### src/rtl/smac_pkg.sv
package smac_pkg;

   typedef enum logic [2:0] {
      OP_IDLE  = 3'd0,
      OP_LDCLR = 3'd1,
      OP_LD    = 3'd2,
      OP_LDACC = 3'd3,
      OP_LDSUB = 3'd4,
      OP_DADD  = 3'd5,
      OP_DSUB  = 3'd6,
      OP_XFER  = 3'd7
   } smac_op_e;

   // bit positions inside mod_i
   localparam int MOD_CARRY = 0;   // use carry (add/sub) or swap (transfer)
   localparam int MOD_CMP   = 1;   // flags only

   function automatic logic is_load(input smac_op_e op);
      return (op == OP_LDCLR) || (op == OP_LD) ||
             (op == OP_LDACC) || (op == OP_LDSUB);
   endfunction

endpackage

### src/rtl/smac_oplatch.sv
module smac_oplatch #(
   parameter int OPW        = 24,
   parameter bit SIGNED_MUL = 1'b1,
   localparam int PW        = 2 * OPW
) (
   input  logic           clk,
   input  logic           rst_n,
   input  logic           load_i,
   input  logic [OPW-1:0] a_i,
   input  logic [OPW-1:0] b_i,
   input  logic           p_wr_i,
   input  logic [PW-1:0]  p_wdata_i,
   output logic [OPW-1:0] x_o,
   output logic [OPW-1:0] y_o,
   output logic [PW-1:0]  p_o
);

   if (OPW < 2) begin : g_bad_width
      $error("smac_oplatch: OPW must be at least 2");
   end

   logic [PW-1:0] prod;

   if (SIGNED_MUL) begin : g_signed
      logic signed [PW-1:0] prod_s;
      always_comb prod_s = $signed(a_i) * $signed(b_i);
      assign prod = prod_s;
   end else begin : g_unsigned
      always_comb prod = PW'(a_i) * PW'(b_i);
   end

   always_ff @(posedge clk) begin
      if (!rst_n) begin
         x_o <= '0;
         y_o <= '0;
         p_o <= '0;
      end else begin
         if (load_i) begin
            x_o <= a_i;
            y_o <= b_i;
         end
         if (p_wr_i)
            p_o <= p_wdata_i;
         else if (load_i)
            p_o <= prod;
      end
   end


   xy_capture_chk: assert property (@(posedge clk) disable iff (!rst_n)
      load_i |=> (x_o == $past(a_i)) && (y_o == $past(b_i)));


   p_hold_chk: assert property (@(posedge clk) disable iff (!rst_n)
      (!load_i && !p_wr_i) |=> $stable(p_o));

endmodule

### src/rtl/smac_dwalu.sv
module smac_dwalu #(
   parameter int W = 48
) (
   input  logic [W-1:0] a_i,
   input  logic [W-1:0] b_i,
   input  logic         sub_i,
   input  logic         cin_i,
   output logic [W-1:0] res_o,
   output logic         cout_o,
   output logic         zero_o
);

   logic [W:0] wide;

   always_comb begin
      if (sub_i)
         wide = {1'b0, a_i} - {1'b0, b_i} - {{W{1'b0}}, cin_i};
      else
         wide = {1'b0, a_i} + {1'b0, b_i} + {{W{1'b0}}, cin_i};
      res_o  = wide[W-1:0];
      cout_o = wide[W];
      zero_o = (wide[W-1:0] == '0);
   end

endmodule

### src/rtl/smac_unit.sv
module smac_unit #(
   parameter int OPW        = 24,
   parameter bit SIGNED_MUL = 1'b1,
   localparam int DW        = 2 * OPW
) (
   input  logic           clk,
   input  logic           rst_n,
   input  logic [2:0]     op_i,
   input  logic [1:0]     mod_i,
   input  logic           use_t_i,
   input  logic [OPW-1:0] a_i,
   input  logic [OPW-1:0] b_i,
   output logic [OPW-1:0] x_o,
   output logic [OPW-1:0] y_o,
   output logic [DW-1:0]  p_o,
   output logic [DW-1:0]  t_o,
   output logic [DW-1:0]  acc_o,
   output logic           carry_o,
   output logic           zero_o
);
   import smac_pkg::*;

   smac_op_e op;
   assign op = smac_op_e'(op_i);

   logic          load;
   logic          mpy_op;
   logic          dw_op;
   logic          xfer;
   logic          swap;
   logic          cmp_only;
   logic [DW-1:0] dw_src;
   logic [DW-1:0] alu_b;
   logic          alu_sub;
   logic          alu_cin;
   logic [DW-1:0] alu_res;
   logic          alu_cout;
   logic          alu_zero;
   logic          p_wr;
   logic [DW-1:0] p_wdata;

   always_comb begin
      load     = is_load(op);
      mpy_op   = (op == OP_LDACC) || (op == OP_LDSUB);
      dw_op    = (op == OP_DADD) || (op == OP_DSUB);
      xfer     = (op == OP_XFER);
      swap     = mod_i[MOD_CARRY];
      cmp_only = mod_i[MOD_CMP];
      dw_src   = use_t_i ? t_o : p_o;
      alu_b    = mpy_op ? p_o : dw_src;
      alu_sub  = (op == OP_LDSUB) || (op == OP_DSUB);
      alu_cin  = dw_op && mod_i[MOD_CARRY] && carry_o;
      p_wr     = xfer && !use_t_i;
      p_wdata  = acc_o;
   end

   smac_oplatch #(
      .OPW        (OPW),
      .SIGNED_MUL (SIGNED_MUL)
   ) u_oplatch (
      .clk       (clk),
      .rst_n     (rst_n),
      .load_i    (load),
      .a_i       (a_i),
      .b_i       (b_i),
      .p_wr_i    (p_wr),
      .p_wdata_i (p_wdata),
      .x_o       (x_o),
      .y_o       (y_o),
      .p_o       (p_o)
   );

   smac_dwalu #(
      .W (DW)
   ) u_alu (
      .a_i    (acc_o),
      .b_i    (alu_b),
      .sub_i  (alu_sub),
      .cin_i  (alu_cin),
      .res_o  (alu_res),
      .cout_o (alu_cout),
      .zero_o (alu_zero)
   );

   always_ff @(posedge clk) begin
      if (!rst_n) begin
         acc_o   <= '0;
         t_o     <= '0;
         carry_o <= 1'b0;
         zero_o  <= 1'b0;
      end else begin
         unique case (op)
            OP_LDCLR: acc_o <= '0;
            OP_LDACC,
            OP_LDSUB: acc_o <= alu_res;
            OP_DADD,
            OP_DSUB: begin
               carry_o <= alu_cout;
               zero_o  <= alu_zero;
               if (!cmp_only)
                  acc_o <= alu_res;
            end
            OP_XFER: begin
               if (use_t_i)
                  t_o <= acc_o;
               if (swap)
                  acc_o <= dw_src;
            end
            default: ;
         endcase
      end
   end


   clr_load_chk: assert property (@(posedge clk) disable iff (!rst_n)
      (op_i == 3'd1) |=> (acc_o == '0));


   acc_keep_chk: assert property (@(posedge clk) disable iff (!rst_n)
      (op_i == 3'd2) |=> $stable(acc_o));


   mac_add_chk: assert property (@(posedge clk) disable iff (!rst_n)
      (op_i == 3'd3) |=> (acc_o == DW'($past(acc_o) + $past(p_o))));


   mac_sub_chk: assert property (@(posedge clk) disable iff (!rst_n)
      (op_i == 3'd4) |=> (acc_o == DW'($past(acc_o) - $past(p_o))));


   idle_chk: assert property (@(posedge clk) disable iff (!rst_n)
      (op_i == 3'd0) |=> ($stable(acc_o) && $stable(p_o) && $stable(t_o) &&
                          $stable(carry_o) && $stable(zero_o)));


   cmp_keep_chk: assert property (@(posedge clk) disable iff (!rst_n)
      ((op_i == 3'd5 || op_i == 3'd6) && mod_i[1]) |=> $stable(acc_o));


   swap_chk: assert property (@(posedge clk) disable iff (!rst_n)
      (op_i == 3'd7 && mod_i[0] && use_t_i) |=>
         (acc_o == $past(t_o)) && (t_o == $past(acc_o)));


   t_keep_chk: assert property (@(posedge clk) disable iff (!rst_n)
      !(op_i == 3'd7 && use_t_i) |=> $stable(t_o));


   flag_keep_chk: assert property (@(posedge clk) disable iff (!rst_n)
      !(op_i == 3'd5 || op_i == 3'd6) |=> ($stable(carry_o) && $stable(zero_o)));

endmodule

### config.mk
export PLATFORM = sky130hd
export DESIGN_NAME = smac_unit
export DESIGN_NICKNAME = d
export VERILOG_FILES = /design/src/rtl/smac_pkg.sv /design/src/rtl/smac_oplatch.sv /design/src/rtl/smac_dwalu.sv /design/src/rtl/smac_unit.sv
export SDC_FILE = /design/constraint.sdc
export NUM_CORES = 2
export LEC_CHECK = 0
export ABC_AREA = 1
export CORE_UTILIZATION = 35
export DETAILED_ROUTE_END_ITERATION = 8
export GPL_TIMING_DRIVEN = 0
export MAX_ROUTING_LAYER = met4
export PLACE_DENSITY_LB_ADDON = 0.12
export REMOVE_ABC_BUFFERS = 1
export SLEW_MARGIN = 10
export SYNTH_ARGS = -nofsm -noshare
export SYNTH_HDL_FRONTEND = slang
export SYNTH_SLANG_ARGS = --single-unit
### constraint.sdc
create_clock -name clk -period 7.3 [get_ports clk]
set_input_delay 1.46 -clock clk [delete_from_list [all_inputs] [get_ports clk]]
set_output_delay 1.46 -clock clk [all_outputs]
set_load 0.005 [all_outputs]
==> qor.csv <==
stage,metric,value,unit
run_status,status,completed,
logic_synthesis,"Primary FF master, synth",dfxtp_1,
critical_path,"Worst Path Class, Setup",primary input to register,
run,max cap viols,0,
sta,Max-slew headroom,0.467,
floorplan,row count,124,
logic_synthesis,"top cells by area, synth","fa_1 (30%), nand2_1 (15%), inv_1 (14%)",
clocking,Worst-path clk slew,90,ps
finish,"most common cell after layout, fill and taps aside",nand2_1,
critical_path,cell family with most CP delay,adder cells,
place,GPL Wtd Cong,0.937,
clocking,# clock sinks,194,
critical_path,"Top cell by count, worst path",fa_2,
clocking,H-tree depth,4,
critical_path,startpoint types,primary input,
clocking,hold buffer count at cts,0,
logic_synthesis,"Avg Cell Area, Syn",6.73,um2
route,DR DRC count,0,
critical_path,Worst setup EP type,register,
floorplan,Die Area,117000,um2
sta,f_max,0.137,GHz
critical_path,worst path bufs/invs,6,
logic_synthesis,Synth area leader,fa_1,
place,PortBufs,249,
route,Routed WL per cell,20.9,um
floorplan,io pins,250,
critical_path,worst path required time,7760,ps
critical_path,FF-to-FF setup slack,2320,ps
logic_synthesis,synth unique cells,54,
global_route,GRT Total Usage,0.280,
logic_synthesis,Post-synth ARST share,0,
floorplan,initial core utilization,0.353,
logic_synthesis,post-synthesis cell area,40300,um2
sta,final number of hold-violating endpoints,0,
floorplan,Die X-Extent,341,um
place,DP Wirelength,133,mm
logic_synthesis,Yosys warnings,0,
sta,time the worst path needs with I/O delays and setup,7280,ps
route,Pre-antenna DRT Iters,6,
sta,Final Skew,20.5,ps
floorplan,Die H,341,um
sta,fin crit share,0.997,
sta,Slew @ Worst Pin,793,ps
logic_synthesis,Synth top area share,0.303,
global_route,total grt overflow,0,
sta,Hold Slack,486,ps
critical_path,CP Max Fanout,13,
route,Via Count,37900,
logic_synthesis,Yosys reg bits,194,
critical_path,crit-path max cell delay,630,ps
worst_hold_path,min-delay worst type,register to register,
route,Iteration-0 DRC Markers,2798,
global_route,initial antenna violation count,5,
critical_path,crit path cell chain,"buf_16, nand2_2, inv_1, fa_2, fa_2, clkinvlp_4, fa_2, clkinvlp_4, buf_6, fa_1, fa_2, fa_1, fa_1, ha_4, nand2_4, nor2_4, nand2_4, nor3_4, nand4_1, o2111ai_2, buf_4, o21ai_4, a31oi_1",
critical_path,Worst R2R Start,u_oplatch.p_o[0],
critical_path,CP Launch Point,b_i[2],
sta,"Slew Viols, Final",0,
global_route,number of global-route vias before repair,37400,
clocking,clk_lat worst skew,550,ps
finish,area grow syn2layout,17.2,%
sta,RSZ-0062 raised after global routing,true,
route,DRT antenna net count,0,
route,vias per cell,4.96,
finish,most frequent cells in the layout,"nand2_1 (1550), inv_1 (1479), fa_1 (592), nor2_1 (337), o21ai_0 (293)",
clocking,Max clock buf depth,2,
sta,final setup vio count,0,
critical_path,"Arr. time, crit path",7740,ps
finish,Multi-input gate area,31000,um2
finish,NumNets Final,7057,
finish,share of cells above drive strength 1,0.0778,
floorplan,core area,114000,um2
worst_hold_path,Hold Path Origin,u_oplatch.p_o[5],
route,Detailed Route WL,159,mm
logic_synthesis,Post-synth EDFFs,0,
global_route,largest net degree at the start of global routing,79,
clocking,TritonCTS clock tree,built,
clocking,CTS Buf Count,17,
logic_synthesis,post-synthesis sequential area ratio,0.0963,
clocking,Root Driver,clkbuf_16,
finish,fill count,12200,
critical_path,"Slowest-stage cell, CP",fa_2,
finish,Storage cell area,3880,um2
global_route,first-pass GRT wire length,238,mm
logic_synthesis,Synth Instances,5993,
-- metrics by stage --
step | area (um2) | setup WS (ps) | utilization | instances | setup TNS (ps)
after global routing | 47300 | -136 | 0.413 | 7640 | -813
after CTS | 46000 | -44.9 | 0.402 | 7591 | -137
after floorplan | 39400 | -191 | - | 5749 | -699
after global placement | 43800 | -6640 | 0.383 | 7510 | -764630
after detailed placement | 44100 | -3320 | 0.385 | 7526 | -74360
final | 47300 | 22.9 | 0.413 | 7642 | 0
-- per-layer routing --
| layer | global-route usage | vias to the layer above | share of wire |
|---|---|---|---|
| met1 | 0.388 | 18700 | 0.47 |
| met2 | 0.446 | 984 | 0.47 |
| met3 | 0.0301 | 111 | 0.051 |
| met5 | - | - | 0 |
| met4 | 0.0476 | 0 | 0.017 |
| li1 | - | 18100 | - |
-- sequential cells by signal, summed over array words and instances, names as in the netlist --
signal         cells
zero_o             1
acc_o             48
u_oplatch.p_o     48
u_oplatch.y_o     24
u_oplatch.x_o     24
carry_o            1
t_o               48
-- worst reg2reg max path: stages (launching register included) --
cell,delay (ps)
dfxtp_1,350
inv_1,170
o21ai_0,270
nand2_1,80
o21ai_0,180
inv_1,100
fa_1,520
inv_1,60
ha_1,170
nor2_1,160
inv_1,140
fa_1,540
nand3_1,140
nand3_2,190
nand3_1,160
nand3b_2,170
a21oi_1,170
o21ai_0,180
nand2_1,110
nand2_1,50
nor2_1,120
nand3_1,220
nor3_4,400
nand3_1,150
a21oi_2,130
-- cell usage after synthesis, drive strengths merged, types with 46 or more instances --
| library cell | n |
|---|---|
| a21oi | 279 |
| a221oi | 46 |
| clkbuf | 216 |
| dfxtp | 194 |
| fa | 611 |
| ha | 275 |
| inv | 1518 |
| nand2 | 1608 |
| nand3 | 266 |
| nand4 | 48 |
| nor2 | 384 |
| o21ai | 322 |
-- cell families after synthesis --
logic type,Yosys count,synth area share
multiplexers,2,0.000496
AO/OA/AOI/OAI,764,0.106
adder cells (fa/ha/maj),886,0.389
buffers and inverters,1764,0.165
AND/OR/NAND/NOR,2352,0.237
flip-flops,194,0.0963
XOR/XNOR,31,0.00673
-- what timing repair did --
action,CTS,global route
buffers inserted,31,40
gates resized for setup,398,198
endpoints found under the setup margin,37,25
gates cloned,2,9
pin swaps,54,97
-- worst paths after layout --
path / to / depth (start not counted)
setup / recovery: u_oplatch.p_o[40] / 23
hold / removal: u_oplatch.p_o[5] / 2
setup reg to reg: zero_o / 24
hold reg to reg: u_oplatch.p_o[5] / 2
-- final cells by class --
class,instances,area share
diodes,2,0.000106
repair buffers,346,0.0871
clock inverters,15,0.00397
multi-input cells,4035,0.656
repair inverters,1,0.000159
clock buffers,17,0.00900
well taps,1512,0.0400
inverters,1520,0.121
flip-flops and latches,194,0.0821
Power is not shown: default switching activity piles up to over one toggle a cycle in this logic, so the estimate is an artifact.
